$ cat src/rtl/invq_pkg.sv
package invq_pkg;
  localparam int unsigned INVQ_ADDR_W_DEF = 16;
  localparam int unsigned INVQ_DEPTH_DEF  = 4;

  // next ring position, wrapping at depth
  function automatic int unsigned ring_next(input int unsigned cur, input int unsigned depth);
    return (cur + 1 >= depth) ? 0 : cur + 1;
  endfunction

  // a slot blocks a load when it is occupied, tagged and names the same line
  function automatic logic slot_blocks(input logic occ, input logic tag, input logic same);
    return occ & tag & same;
  endfunction
endpackage

$ cat src/rtl/invq_store.sv
module invq_store
  import invq_pkg::*;
#(
  parameter int unsigned ADDR_W = INVQ_ADDR_W_DEF,
  parameter int unsigned DEPTH  = INVQ_DEPTH_DEF
) (
  input  logic                           clk,
  input  logic                           rst_n,
  input  logic                           push,
  input  logic [ADDR_W-1:0]              push_addr,
  input  logic                           pop,
  input  logic                           mark_all,
  output logic                           full,
  output logic                           empty,
  output logic [ADDR_W-1:0]              head_addr,
  output logic [DEPTH-1:0]               slot_occ,
  output logic [DEPTH-1:0]               slot_tag,
  output logic [DEPTH-1:0][ADDR_W-1:0]   slot_addr
);
  localparam int unsigned PTR_W = (DEPTH > 1) ? $clog2(DEPTH) : 1;
  localparam int unsigned CNT_W = $clog2(DEPTH + 1);

  logic [PTR_W-1:0]            wr_ptr, rd_ptr;
  logic [CNT_W-1:0]            fill;
  logic [DEPTH-1:0]            occ_q, tag_q;
  logic [DEPTH-1:0][ADDR_W-1:0] addr_q;

  assign full      = (fill == CNT_W'(DEPTH));
  assign empty     = (fill == '0);
  assign head_addr = addr_q[rd_ptr];
  assign slot_occ  = occ_q;
  assign slot_tag  = tag_q;
  assign slot_addr = addr_q;

  always_ff @(posedge clk or negedge rst_n) begin
    if (!rst_n) begin
      occ_q  <= '0;
      tag_q  <= '0;
      wr_ptr <= '0;
      rd_ptr <= '0;
      fill   <= '0;
    end else begin
      // barrier tags only what was already present before this edge
      if (mark_all) tag_q <= tag_q | occ_q;
      if (push) begin
        occ_q[wr_ptr] <= 1'b1;
        tag_q[wr_ptr] <= 1'b0;
        wr_ptr        <= PTR_W'(ring_next(32'(wr_ptr), DEPTH));
      end
      if (pop) begin
        occ_q[rd_ptr] <= 1'b0;
        tag_q[rd_ptr] <= 1'b0;
        rd_ptr        <= PTR_W'(ring_next(32'(rd_ptr), DEPTH));
      end
      case ({push, pop})
        2'b10:   fill <= fill + 1'b1;
        2'b01:   fill <= fill - 1'b1;
        default: fill <= fill;
      endcase
    end
  end

  always_ff @(posedge clk) begin
    if (push) addr_q[wr_ptr] <= push_addr;
  end

  // the ring never takes a write while every slot is occupied
  p_no_overflow_r2: assert property (@(posedge clk) disable iff (!rst_n)
    push |-> !full);

  p_pop_nonempty_r4: assert property (@(posedge clk) disable iff (!rst_n)
    pop |-> !empty);

  generate
    for (genvar s = 0; s < DEPTH; s++) begin : g_tag_chk
      // a tag never outlives its entry
      p_tag_on_occupied_r5: assert property (@(posedge clk) disable iff (!rst_n)
        slot_tag[s] |-> slot_occ[s]);
    end
  endgenerate
endmodule

$ cat src/rtl/invq_probe.sv
module invq_probe
  import invq_pkg::*;
#(
  parameter int unsigned ADDR_W = INVQ_ADDR_W_DEF,
  parameter int unsigned DEPTH  = INVQ_DEPTH_DEF
) (
  input  logic                         ld_valid,
  input  logic [ADDR_W-1:0]            ld_addr,
  input  logic [DEPTH-1:0]             slot_occ,
  input  logic [DEPTH-1:0]             slot_tag,
  input  logic [DEPTH-1:0][ADDR_W-1:0] slot_addr,
  output logic [DEPTH-1:0]             hit_vec,
  output logic                         ld_stall
);
  generate
    for (genvar s = 0; s < DEPTH; s++) begin : g_cmp
      assign hit_vec[s] = slot_blocks(slot_occ[s], slot_tag[s], slot_addr[s] == ld_addr);
    end
  endgenerate

  assign ld_stall = ld_valid & (|hit_vec);
endmodule

$ cat src/rtl/invq_ack_reg.sv
module invq_ack_reg
  import invq_pkg::*;
#(
  parameter int unsigned ADDR_W = INVQ_ADDR_W_DEF
) (
  input  logic              clk,
  input  logic              rst_n,
  input  logic              take,
  input  logic [ADDR_W-1:0] take_addr,
  output logic              ack_valid,
  output logic [ADDR_W-1:0] ack_addr
);
  always_ff @(posedge clk or negedge rst_n) begin
    if (!rst_n) begin
      ack_valid <= 1'b0;
      ack_addr  <= '0;
    end else begin
      ack_valid <= take;
      if (take) ack_addr <= take_addr;
    end
  end
endmodule

$ cat src/rtl/invq_barrier.sv
module invq_barrier
  import invq_pkg::*;
#(
  parameter int unsigned ADDR_W = INVQ_ADDR_W_DEF,
  parameter int unsigned DEPTH  = INVQ_DEPTH_DEF
) (
  input  logic              clk,
  input  logic              rst_n,
  input  logic              inv_valid,
  input  logic [ADDR_W-1:0] inv_addr,
  output logic              inv_ready,
  output logic              ack_valid,
  output logic [ADDR_W-1:0] ack_addr,
  input  logic              rbar_mark,
  input  logic              ld_valid,
  input  logic [ADDR_W-1:0] ld_addr,
  output logic              ld_stall,
  output logic              apl_valid,
  output logic [ADDR_W-1:0] apl_addr,
  input  logic              apl_ready
);
  logic                         q_full, q_empty;
  logic [ADDR_W-1:0]            q_head;
  logic [DEPTH-1:0]             q_occ, q_tag, q_hit;
  logic [DEPTH-1:0][ADDR_W-1:0] q_addr;
  logic                         ev_accept, ev_apply;

  assign inv_ready = ~q_full;
  assign ev_accept = inv_valid & inv_ready;
  assign apl_valid = ~q_empty;
  assign apl_addr  = q_head;
  assign ev_apply  = apl_valid & apl_ready;

  invq_store #(.ADDR_W(ADDR_W), .DEPTH(DEPTH)) store_i (
    .clk       (clk),
    .rst_n     (rst_n),
    .push      (ev_accept),
    .push_addr (inv_addr),
    .pop       (ev_apply),
    .mark_all  (rbar_mark),
    .full      (q_full),
    .empty     (q_empty),
    .head_addr (q_head),
    .slot_occ  (q_occ),
    .slot_tag  (q_tag),
    .slot_addr (q_addr)
  );

  invq_probe #(.ADDR_W(ADDR_W), .DEPTH(DEPTH)) probe_i (
    .ld_valid  (ld_valid),
    .ld_addr   (ld_addr),
    .slot_occ  (q_occ),
    .slot_tag  (q_tag),
    .slot_addr (q_addr),
    .hit_vec   (q_hit),
    .ld_stall  (ld_stall)
  );

  invq_ack_reg #(.ADDR_W(ADDR_W)) ack_i (
    .clk       (clk),
    .rst_n     (rst_n),
    .take      (ev_accept),
    .take_addr (inv_addr),
    .ack_valid (ack_valid),
    .ack_addr  (ack_addr)
  );

  // acknowledge follows acceptance by one cycle with the same line
  p_ack_next_r1: assert property (@(posedge clk) disable iff (!rst_n)
    ev_accept |=> (ack_valid && ack_addr == $past(inv_addr)));

  p_ack_single_r1: assert property (@(posedge clk) disable iff (!rst_n)
    !ev_accept |=> !ack_valid);

  // offered head stays put while the cache is not ready
  p_head_hold_r4: assert property (@(posedge clk) disable iff (!rst_n)
    (apl_valid && !apl_ready) |=> (apl_valid && $stable(apl_addr)));

  // a stall needs something queued to wait on
  p_stall_needs_entry_r6: assert property (@(posedge clk) disable iff (!rst_n)
    ld_stall |-> !q_empty);

  // a barrier on an empty queue leaves nothing tagged
  p_empty_barrier_r10: assert property (@(posedge clk) disable iff (!rst_n)
    (rbar_mark && q_empty) |=> (q_tag == '0));
endmodule

$ cat config.mk
export PLATFORM = sky130hd
export DESIGN_NAME = invq_barrier
export DESIGN_NICKNAME = d
export VERILOG_FILES = /design/src/rtl/invq_pkg.sv /design/src/rtl/invq_store.sv /design/src/rtl/invq_probe.sv /design/src/rtl/invq_ack_reg.sv /design/src/rtl/invq_barrier.sv
export SDC_FILE = /design/constraint.sdc
export NUM_CORES = 1
export LEC_CHECK = 0
export BUFFER_PORTS_ARGS = -buffer_cell sky130_fd_sc_hd__buf_2
export CAP_MARGIN = 5
export CORE_MARGIN = 1.5
export CORE_UTILIZATION = 24
export CTS_CLUSTER_DIAMETER = 60
export DETAILED_ROUTE_END_ITERATION = 16
export GPL_TIMING_DRIVEN = 0
export SYNTH_ARGS = -nofsm -noshare
export SYNTH_HDL_FRONTEND = slang
export SYNTH_SLANG_ARGS = --single-unit
export TNS_END_PERCENT = 20
$ cat constraint.sdc
create_clock -name clk -period 2.1 [get_ports clk]
set_input_delay 0.315 -clock clk [delete_from_list [all_inputs] [get_ports clk]]
set_output_delay 0.315 -clock clk [all_outputs]
set_load 0.005 [all_outputs]
==> flow_summary.rst <==
.. list-table::
   :header-rows: 1

   * - Metric
     - Value
   * - Final core utilization
     - 0.303
   * - Final critical delay including setup and external delays
     - 2.49 ns
   * - Number of buffers inserted by port buffering
     - 63
   * - Total of max-cap violations
     - 0
   * - Post-detailed-placement half-perimeter wirelength
     - 8550 um
   * - Data arrival time of the worst path
     - 2.17 ns
   * - DRT Pass-1 Iters
     - 4
   * - Worst clock skew
     - 0.00474 ns
   * - Worst Setup End Kind
     - output port
   * - Core region area
     - 18600 um^2
   * - Setup Viol. Count Final
     - 1
   * - Classification of the worst setup path
     - register to output port
   * - DR vias/cell
     - 4.31
   * - Multiplexer fraction of the synthesized cell area
     - 0.0818
   * - Final instance area
     - 5630 um^2
   * - Hold Slack
     - 0.0566 ns
   * - Maximum buffer depth of the clock tree
     - 2
   * - Initial Util
     - 0.244
   * - Relative max-transition margin
     - 0.299
   * - Count of distinct cell types in the synthesized netlist
     - 30
   * - Area share of xor/xnor cells in the synthesized design
     - 0.136
   * - Class of the worst hold path
     - input port to async pin
   * - Total count of hold-check failures in the final report
     - 0
   * - Number of register bits inferred by synthesis
     - 96
   * - Top cells by count, synth
     - edfxtp_1 (64), nand2_1 (51), xnor2_1 (48)
   * - Number of pins with negative max-slew slack in the final report
     - 0
   * - Die area
     - 19700 um^2
   * - Critical Path Max Stage Delay
     - 0.52 ns
   * - Adder and majority gate portion of the synthesized area
     - 0.0293
   * - Synthesized netlist cell count
     - 319
   * - Buffers and inverters on the worst path
     - 1
   * - Number of hold buffers added after cts
     - 0
   * - Violation count after the first detailed-routing iteration
     - 197
   * - Register-to-register path setup slack
     - 0.06 ns
   * - Pin count of the biggest net entering global routing
     - 33
   * - Power, Total
     - 6.89 mW
   * - Initial antenna violation count
     - 1
   * - Fin crit share
     - 1.18
   * - Number of nets in the finished design
     - 444
   * - Largest family of logic cells by synthesized area
     - XOR/XNOR gates
   * - Vias in the first global route
     - 2918
   * - Cell Area, Synth
     - 4530 um^2
   * - # DRC
     - 0
   * - Placed Area
     - 5150 um^2
   * - Achievable Freq
     - 402 MHz
   * - Post-synth EDFFs
     - 64
   * - H-Tree Level Count
     - 3
   * - Number of top-level pins
     - 74
   * - Clock sink total
     - 96
   * - Most instantiated library cell after synthesis
     - edfxtp_1
   * - Post-Synth Simple-Gate Area
     - 0.0931
   * - Yosys Warn Count
     - 0
   * - Number of standard cells in the layout, taps in and fillers out
     - 637
   * - Unrepaired setup endpoints after global routing
     - true
   * - Leading register cell type out of synthesis
     - edfxtp_1
   * - WP data required
     - 1.78 ns
   * - Asr flop ratio synth
     - 0.333
   * - Final antenna-violating net count
     - 0
   * - Cells along the critical path
     - xnor2_2 > nand4_1 > or4_4 > nor4_2 > o41a_1 > buf_2
   * - Violated checks
     - setup timing
   * - Filler Cells Inserted
     - 1839
   * - Area fraction of the dominant cell type after synthesis
     - 0.424
   * - Max VDD drop
     - 449 uV
   * - CTS clock-pin slew for the worst setup and hold paths
     - 0.07 ns
   * - Power per cell area
     - 1220 nW/um^2
   * - Syn-to-layout area delta
     - 24.4%
   * - Floorplan row count
     - 50
   * - First-pass GRT wire length
     - 17400 um
   * - GRT Util Overall
     - 0.121
   * - Die width
     - 140 um
   * - Highest fanout seen on the critical path
     - 2
   * - Dominant delay contributor by cell family on the critical path
     - simple AND/OR/NAND/NOR gates
   * - Seq/Total Area, Yosys
     - 0.601
   * - Complex-gate fraction of the synthesized area
     - 0.0257
   * - Pin slew with the least headroom to its limit
     - 1.05 ns
   * - Placement Setup Slack
     - -0.274 ns
   * - Y dimension of the die
     - 140 um
   * - Proportion of layout cells with a drive suffix above 1
     - 0.347
   * - Mean instance size in the synthesized netlist
     - 14.2 um^2
   * - Clock tree from TritonCTS
     - built
   * - Number of vias in the routed layout
     - 2747
   * - Placer congestion estimate
     - 0.812
   * - Net Count, Synth
     - 367
   * - Run status
     - finished with violations
   * - Skew-Pair Late Insertion Delay
     - 0.34 ns
   * - Placed cell count
     - 616
   * - Final setup slack of the worst path
     - -0.388 ns
   * - Root Buffer
     - clkbuf_16
   * - CP startpoint kind
     - register
   * - Leftover overflow at the end of global routing
     - 0
   * - Top cells by area in the synthesized netlist
     - edfxtp_1 (42%), dfrtp_1 (18%), xnor2_1 (9.3%), mux4_2 (8.0%), nand2_1 (4.2%)
   * - Total Negative Setup Slacks
     - -0.388 ns
   * - CTS buffer count
     - 9
   * - Cell with the biggest individual delay on the critical path
     - or4_4
   * - Leak
     - 2.16 nW
   * - Final wirelength
     - 11500 um
   * - Detailed-route wire length per cell
     - 18.0 um
   * - Cell accounting for the most synthesized area
     - edfxtp_1
-- state kept, by name, summed over array words and instances (netlist names) --
name / cells
ack_i.ack_addr: 16
ack_i.ack_valid: 1
store_i.fill: 3
store_i.rd_ptr: 2
store_i.wr_ptr: 2
store_i.slot_addr: 64
store_i.slot_tag: 4
store_i.slot_occ: 4
-- cells in the final DEF (no fill, tap or decap), types with 2 or more instances in the layout --
master / instances
nor4_2: 4
buf_2: 67
buf_4: 4
xnor2_1: 40
a2bb2oi_1: 4
xor2_1: 15
buf_12: 2
diode_2: 2
clkbuf_16: 9
inv_1: 5
a21oi_1: 4
or4_1: 2
o21ai_1: 3
ha_1: 8
nand4_1: 12
clkinvlp_4: 3
nand3_1: 4
inv_2: 2
clkbuf_1: 3
xnor2_2: 12
mux4_2: 16
nand2_1: 51
a211oi_1: 4
nor2_1: 2
edfxtp_1: 64
and3_1: 4
buf_6: 7
dfrtp_1: 31
and2_4: 2
-- cell type report --
class | count | area (um^2) | share of cell area
plain buffers | 17 | 164 | 0.0291
flip-flops and latches | 96 | 2720 | 0.483
repair buffers | 67 | 345 | 0.0613
well taps | 234 | 293 | 0.0520
clock buffers | 9 | 225 | 0.0400
inverters | 8 | 42.5 | 0.00755
clock inverters | 7 | 70.1 | 0.0124
multi-input cells | 197 | 1770 | 0.313
diodes | 2 | 5.00 | 0.000888
-- layer usage --
layer | vias up | GRT usage | share of wire
met5 | - | 0 | 0
met4 | 0 | 0.0449 | 0.012
met3 | 8 | 0.0236 | 0.044
met2 | 67 | 0.205 | 0.51
met1 | 1371 | 0.152 | 0.44
li1 | 1301 | - | -
-- final timing paths --
check / startpoint / depth (start not counted) / to
max reg2reg: store_i.fill[0] / 7 / store_i.fill[1]
min: rst_n / 1 / ack_i.ack_addr[12]
max in group asynchronous: rst_n / 1 / store_i.fill[2]
max: store_i.slot_addr[54] / 6 / ld_stall
min in group clk: inv_addr[11] / 1 / store_i.slot_addr[11]
min reg2reg: ack_i.ack_addr[3] / 2 / ack_i.ack_addr[3]
-- where the power goes --
part	switching [mW]	leakage (nW)	total [mW]	internal, mW
Sequential	0.306	0.971	2.87	2.56
Combinational	1.23	1.05	2.38	1.16
Clock	0.712	0.136	1.63	0.921
-- kinds of logic after synthesis --
family,count (synthesis)
AOI/OAI and AO/OA,17
xor gates and xnor gates,67
adders and majority gates,10
buffers and inverters,26
DFF,96
muxes,17
and+or+nand+nor,86
-- timing repair --
action / in CTS / in global routing
resized for setup: 25 / 17
setup endpoints to repair: 24 / 12
setup buffers: 2 / 2
pin swaps: 10 / 3
(Power assumes the default switching activity.)
